[src/rtl/ctlEpPkg.sv]
package ctlEpPkg;
  localparam int REG_W     = 8;
  localparam int NUM_FLAGS = 6;
  localparam int B_OUT     = 0;
  localparam int B_IN      = 1;
  localparam int B_SST     = 2;
  localparam int B_FST     = 3;
  localparam int B_DE      = 4;
  localparam int B_SE      = 5;
  localparam int B_SVC_OUT = 6;
  localparam int B_SVC_SE  = 7;

  typedef struct packed {
    logic [NUM_FLAGS-1:0] setVec;
    logic [NUM_FLAGS-1:0] clrVec;
    logic                 setIrq;
    logic                 clrIrq;
  } epStrobes_t;
endpackage

[src/rtl/ctlEpControl.sv]
module ctlEpControl
  import ctlEpPkg::*;
(
  input  logic                 regWrEn,
  input  logic [REG_W-1:0]     regWrData,
  input  logic                 irqEnable,
  input  logic                 irqClr,
  input  logic                 hwOutRcvd,
  input  logic                 hwInSent,
  input  logic                 hwStallSent,
  input  logic                 hwSetupEnd,
  input  logic                 hwXferDone,
  input  logic [NUM_FLAGS-1:0] flagsQ,
  output epStrobes_t           strobes
);
  logic [REG_W-1:0] wrOnes;
  logic             inDone;

  always_comb begin
    wrOnes = regWrEn ? regWrData : '0;
    inDone = hwInSent & flagsQ[B_IN];

    strobes = '0;
    // OUT-ready: hardware set, serviced strobe clears
    strobes.setVec[B_OUT] = hwOutRcvd;
    strobes.clrVec[B_OUT] = wrOnes[B_SVC_OUT];
    // IN-ready: software set, completion clear (clear wins)
    strobes.setVec[B_IN]  = wrOnes[B_IN] & ~inDone;
    strobes.clrVec[B_IN]  = inDone;
    // sent-stall: hardware set, write-1-to-clear
    strobes.setVec[B_SST] = hwStallSent;
    strobes.clrVec[B_SST] = wrOnes[B_SST];
    // force-stall: software set, engine clears
    strobes.setVec[B_FST] = wrOnes[B_FST];
    strobes.clrVec[B_FST] = hwStallSent | hwXferDone;
    // data-end: software set, engine clears on completion
    strobes.setVec[B_DE]  = wrOnes[B_DE];
    strobes.clrVec[B_DE]  = hwXferDone;
    // setup-end: early end only counts before data-end
    strobes.setVec[B_SE]  = hwSetupEnd & ~flagsQ[B_DE];
    strobes.clrVec[B_SE]  = wrOnes[B_SVC_SE];
    // interrupt flag
    strobes.setIrq = irqEnable & (hwOutRcvd | inDone);
    strobes.clrIrq = irqClr;
  end
endmodule

[src/rtl/ctlEpDatapath.sv]
module ctlEpDatapath
  import ctlEpPkg::*;
(
  input  logic                 clk,
  input  logic                 rstN,
  input  epStrobes_t           strobes,
  output logic [NUM_FLAGS-1:0] flagsQ,
  output logic                 irqQ
);
  for (genvar i = 0; i < NUM_FLAGS; i++) begin : g_flag
    always_ff @(posedge clk) begin
      if (!rstN) flagsQ[i] <= 1'b0;
      else       flagsQ[i] <= strobes.setVec[i] | (flagsQ[i] & ~strobes.clrVec[i]);
    end
  end

  always_ff @(posedge clk) begin
    if (!rstN) irqQ <= 1'b0;
    else       irqQ <= strobes.setIrq | (irqQ & ~strobes.clrIrq);
  end
endmodule

[src/rtl/ctlEpStatusReg.sv]
module ctlEpStatusReg
  import ctlEpPkg::*;
(
  input  logic             clk,
  input  logic             rstN,
  input  logic             regWrEn,
  input  logic [REG_W-1:0] regWrData,
  output logic [REG_W-1:0] regRdData,
  input  logic             irqEnable,
  input  logic             irqClr,
  output logic             epIrq,
  input  logic             hwOutRcvd,
  input  logic             hwInSent,
  input  logic             hwStallSent,
  input  logic             hwSetupEnd,
  input  logic             hwXferDone,
  output logic             dataStageOk,
  output logic             stallReq
);
  epStrobes_t           strobes;
  logic [NUM_FLAGS-1:0] flagsQ;

  ctlEpControl u_ctl (
    .regWrEn(regWrEn), .regWrData(regWrData),
    .irqEnable(irqEnable), .irqClr(irqClr),
    .hwOutRcvd(hwOutRcvd), .hwInSent(hwInSent),
    .hwStallSent(hwStallSent), .hwSetupEnd(hwSetupEnd),
    .hwXferDone(hwXferDone), .flagsQ(flagsQ), .strobes(strobes)
  );

  ctlEpDatapath u_dp (
    .clk(clk), .rstN(rstN), .strobes(strobes),
    .flagsQ(flagsQ), .irqQ(epIrq)
  );

  assign regRdData   = {{(REG_W-NUM_FLAGS){1'b0}}, flagsQ};
  assign dataStageOk = ~flagsQ[B_OUT];
  assign stallReq    = flagsQ[B_FST];
endmodule

[config.mk]
export PLATFORM = sky130hd
export DESIGN_NAME = ctlEpStatusReg
export DESIGN_NICKNAME = d
export VERILOG_FILES = /design/src/rtl/ctlEpPkg.sv /design/src/rtl/ctlEpControl.sv /design/src/rtl/ctlEpDatapath.sv /design/src/rtl/ctlEpStatusReg.sv
export SDC_FILE = /design/constraint.sdc
export NUM_CORES = 1
export LEC_CHECK = 0
export CAP_MARGIN = 5
export CORE_AREA = 2 2 39 41
export DETAILED_ROUTE_END_ITERATION = 16
export DIE_AREA = 0 0 41 43
export MAX_ROUTING_LAYER = met4
export PLACE_DENSITY = 0.69
export SETUP_SLACK_MARGIN = 0.5
export SKIP_LAST_GASP = 1
export SYNTH_ARGS = -nofsm -noshare
export SYNTH_HDL_FRONTEND = slang
export SYNTH_HIERARCHICAL = 1
export SYNTH_SLANG_ARGS = --single-unit
[constraint.sdc]
create_clock -name clk -period 2.1 [get_ports clk]
set_clock_uncertainty 0.1 [all_clocks]
set_input_delay 0.315 -clock clk [delete_from_list [all_inputs] [get_ports clk]]
set_output_delay 0.315 -clock clk [all_outputs]
set_load 0.03 [all_outputs]
* Yosys cells after proc, flatten, opt, wreduce, memory -nomap -nowiden *
Index checks and enable logic that the tools add are counted.

cells by class
  multiplexer cells = 1
  bitwise logic cells = 29

operators by type and width
  cell         number
  $and 1x1->1  11
  $not 1->1    9
  $or 1x1->1   9
  $mux 8       1

storage, ports and cells
  bits in registers = 7
  bits of input ports = 18
  word-level logic and storage cells = 37

* Depth between registers and ports, before layout *
  depth after elaboration = 4
  mapped depth = 4
  mapped depth without buffers = 3

* Hierarchy *
The synthesis kept the hierarchy.

by module, submodules not included
  module          instances  cells each  area each (um^2)  sequential area each (um^2)
  ctlEpDatapath   1          21          236.5             140.1
  ctlEpControl    1          16          105.1             0.0
  ctlEpStatusReg  1          5           30.0              0.0

* Worst setup path after synthesis *
OpenSTA, ideal clock, no wires.

  kind = register -> register
  start = reg u_dp.flagsQ[1]
  end = reg u_dp.flagsQ[1]
  setup time = 0.115 ns
  arrival = 0.971 ns
  slack = 0.914 ns
  stages on the path, launching flop included = 5
  clock period less this slack = 1.186 ns
  path through = dfxtp_1 > and2_4 > buf_4 > nor2b_1 > o21a_1

between the ends
  longest elaborated chain between the ends = 4
  elaborated cells on any way between the ends = 5
  those cells by class = bitwise: 5

ends and longest elaborated chain
  element                                line                                     source
  start, declared                        ctlEpDatapath.sv:7                       output logic [NUM_FLAGS-1:0] flagsQ,
  start signal, assigned by index        ctlEpDatapath.sv:13                      else flagsQ[i] <= strobes.setVec[i] | (flagsQ[i] & ~strobes.clrVec[i]);
  $and 1x1->1 (*)                        ctlEpControl.sv:21                       inDone = hwInSent & flagsQ[B_IN];
  named net u_ctl.inDone                 ctlEpControl.sv:17                       logic inDone;
  $not 1->1 (*)                          ctlEpControl.sv:28, ctlEpDatapath.sv:13
  $and 1x1->1, on equally long branches  ctlEpControl.sv:28, ctlEpDatapath.sv:13
  $or 1x1->1 (*)                         ctlEpDatapath.sv:13

The timed path passes the listed nets; every way through them passes the cells marked *.
A chain may end at the register's enable or synchronous reset.

* Final worst setup path *
  start = reg u_dp.flagsQ[3]
  end = out stallReq

RTL lines
  element        line                  source
  end, declared  ctlEpStatusReg.sv:18  output logic stallReq

No word-level cell between the ends.

==> flow_summary.toml <==
[worst_setup_path]
required_ps = 1680
reg2reg_to = "u_dp/irqQ"
cp_cell_sequence = "dlygate4sd2_1"
crit_family = "buffers and inverters"
rrSetupSlack_ps = 1120
critical_path_peak_fanout = 3
critical-path-max-stage-delay_ps = 400
reg2regPathDepth = 3
critPathCaptureType = "output pin"
path_buf_inv = 1
r2r-start = "u_dp/flagsQ[1]"
crit_type = "reg -> out"
crit_arrival_ps = 990
crit_slowest_cell = "dlygate4sd2_1"
worst_setup_path_start_kind = "flop"

[global_route]
grt_use_total_pct = 11.1
grt_pass1_vias = 292
antenna_found_initial = 0
grt_pass1_wl_microns = 1200
grt_max_degree = 8
overflow = 0

[synth]
syn_avg_cell_area_sq_um = 8.85
synthCells = 42
synth_top_area_share_pct = 37.7
yosysSeqAreaShare_pct = 37.7
synth-seq-cells = 7
yosysWarningCount = 6
synth_cell_type_count = 11
netlist_area_sq_um = 372
synth_top_cell_by_area = "dfxtp_1"
synth_area_leaders = "dfxtp_1, buf_4, o21a_1, nor2b_1, and2_1"

[sta]
rsz0062_at_grt = "false"
setup_viol = 0
hold_viol = 0
final-max-slew-violation-count = 0
hold_slack_ps = 473
max_freq_ghz = 0.714
post-route-min-period_ps = 1400
finalCritPeriodShare_pct = 66.7
tns_ps = 0

[route]
vias = 314
first_pass_iters = 2
viasPerCell = 3.97
ant_nets = 0
wire_per_inst_microns = 9.14
drt_iter0_drc = 4
drcViolationCount = 0
drt_wl_total_microns = 722

[clocking]
cts_tree = "built"
clk_pin_slew_ps = 50
clockRootBuffer = "clkbuf_4"
clockBufferDepth = 2
insertion_delay_ps = 240
cts-resized-gates = 9
cts_buffers = 3
ctsHoldBuffers = 0
post_cts_buffers = 0
htree_levels = 1
cts_sinks = 7

[placement]
dp_hpwl_microns = 586
place.gp.congestion = 0.585
port_buffers = 24

[floorplanning]
die_h_microns = 43
die_area_sq_mm = 0.00176
die_width_microns = 41
coreArea_sq_mm = 0.00138
io_pins = 29
initial_core_util_pct = 26.9
rows = 14

[hold_path]
whs_path_depth = 2
min_from = "u_dp/flagsQ[4]"
hold_path_end = "u_dp/flagsQ[5]"
hold_class = "reg -> reg"

[layout]
n_fill_cell = 164
mostFrequentLayoutCells = "clkdlybuf4s50_1, dlygate4sd2_1, nor2b_1, o21a_1, dfxtp_1"
area_delta_synth_final_pct = 58.9
final_common_cell = "clkdlybuf4s50_1"
num_antenna_cells = 0
drive_gt1_share_pct = 7.94
fin_nets = 82

[outcome]
outcome = "completed"

[pwr]
powerDensity_mw_per_mm2 = 603
leakage_uw = 0.000266
vdd_drop_max_mv = 0.352

[run]
maxCapViolCount = 0
where the power goes:
group          leakage, uW  switching, uW  internal, uW  total [uW]
Sequential       0.0000581           4.04           142         146
Combinational     0.000193           43.8          48.7        92.5
Clock            0.0000150           45.5          72.2         118
through the flow:
stage               area, sq um  std cells  setup WS, ps  power, uW  utilization [%]
detailed placement          576         75           610        250             41.6
global placement            576         75           624        250             41.6
CTS                         591         79           676        364             42.7
global route                591         79           629        386             42.7
floorplan                   375         43           914        206                -
finish                      591         79           699        356             42.7
logic make-up after synthesis:
logic type	after synthesis	share of synthesized area [%]
AND/OR/NAND/NOR	17	27.9
other	1	1.01
AO/OA/AOI/OAI	8	16.2
buffers and inverters	9	17.2
flip-flops	7	37.7
synth_stat cells:
cell type,count
dfxtp_1,7
conb_1,1
inv_1,1
nor2_1,1
or2_2,1
o21a_1,8
buf_4,8
and2_4,1
nand2_1,1
nor2b_1,8
and2_1,5
sequential cells by signal, summed over array words and instances, names as in the netlist:
register	count
u_dp/irqQ	1
u_dp/flagsQ	6
layout make-up:
class	instances	area [sq um]	area share [%]
clock buffers	4	26.3	4.45
repair buffers	24	229	38.8
multi-input cells	27	171	29.0
inverters	1	3.75	0.636
flip-flops and latches	7	140	23.7
well taps	16	20.0	3.39
worst max-delay path by stage:
stage | start | slack, ps | cells past startpoint | to
global route | u_dp/flagsQ[4] | 630 | 1 | regRdData[4]
global placement | regWrEn | 620 | 4 | u_dp/flagsQ[0]
CTS | u_dp/flagsQ[4] | 680 | 1 | regRdData[4]
floorplan | u_dp/flagsQ[1] | 910 | 4 | u_dp/flagsQ[1]
finish | u_dp/flagsQ[3] | 700 | 1 | stallReq
detailed placement | regWrEn | 610 | 4 | u_dp/flagsQ[5]
metal layers:
layer / global-route usage [%] / routed length [microns] / vias up
met5: - / 0 / -
li1: - / - / 163
met4: 8.00 / 0 / 0
met1: 11.1 / 302 / 139
met2: 15.3 / 368 / 12
met3: 6.28 / 51 / 0
Note: power is estimated with default switching activity, not from simulation.
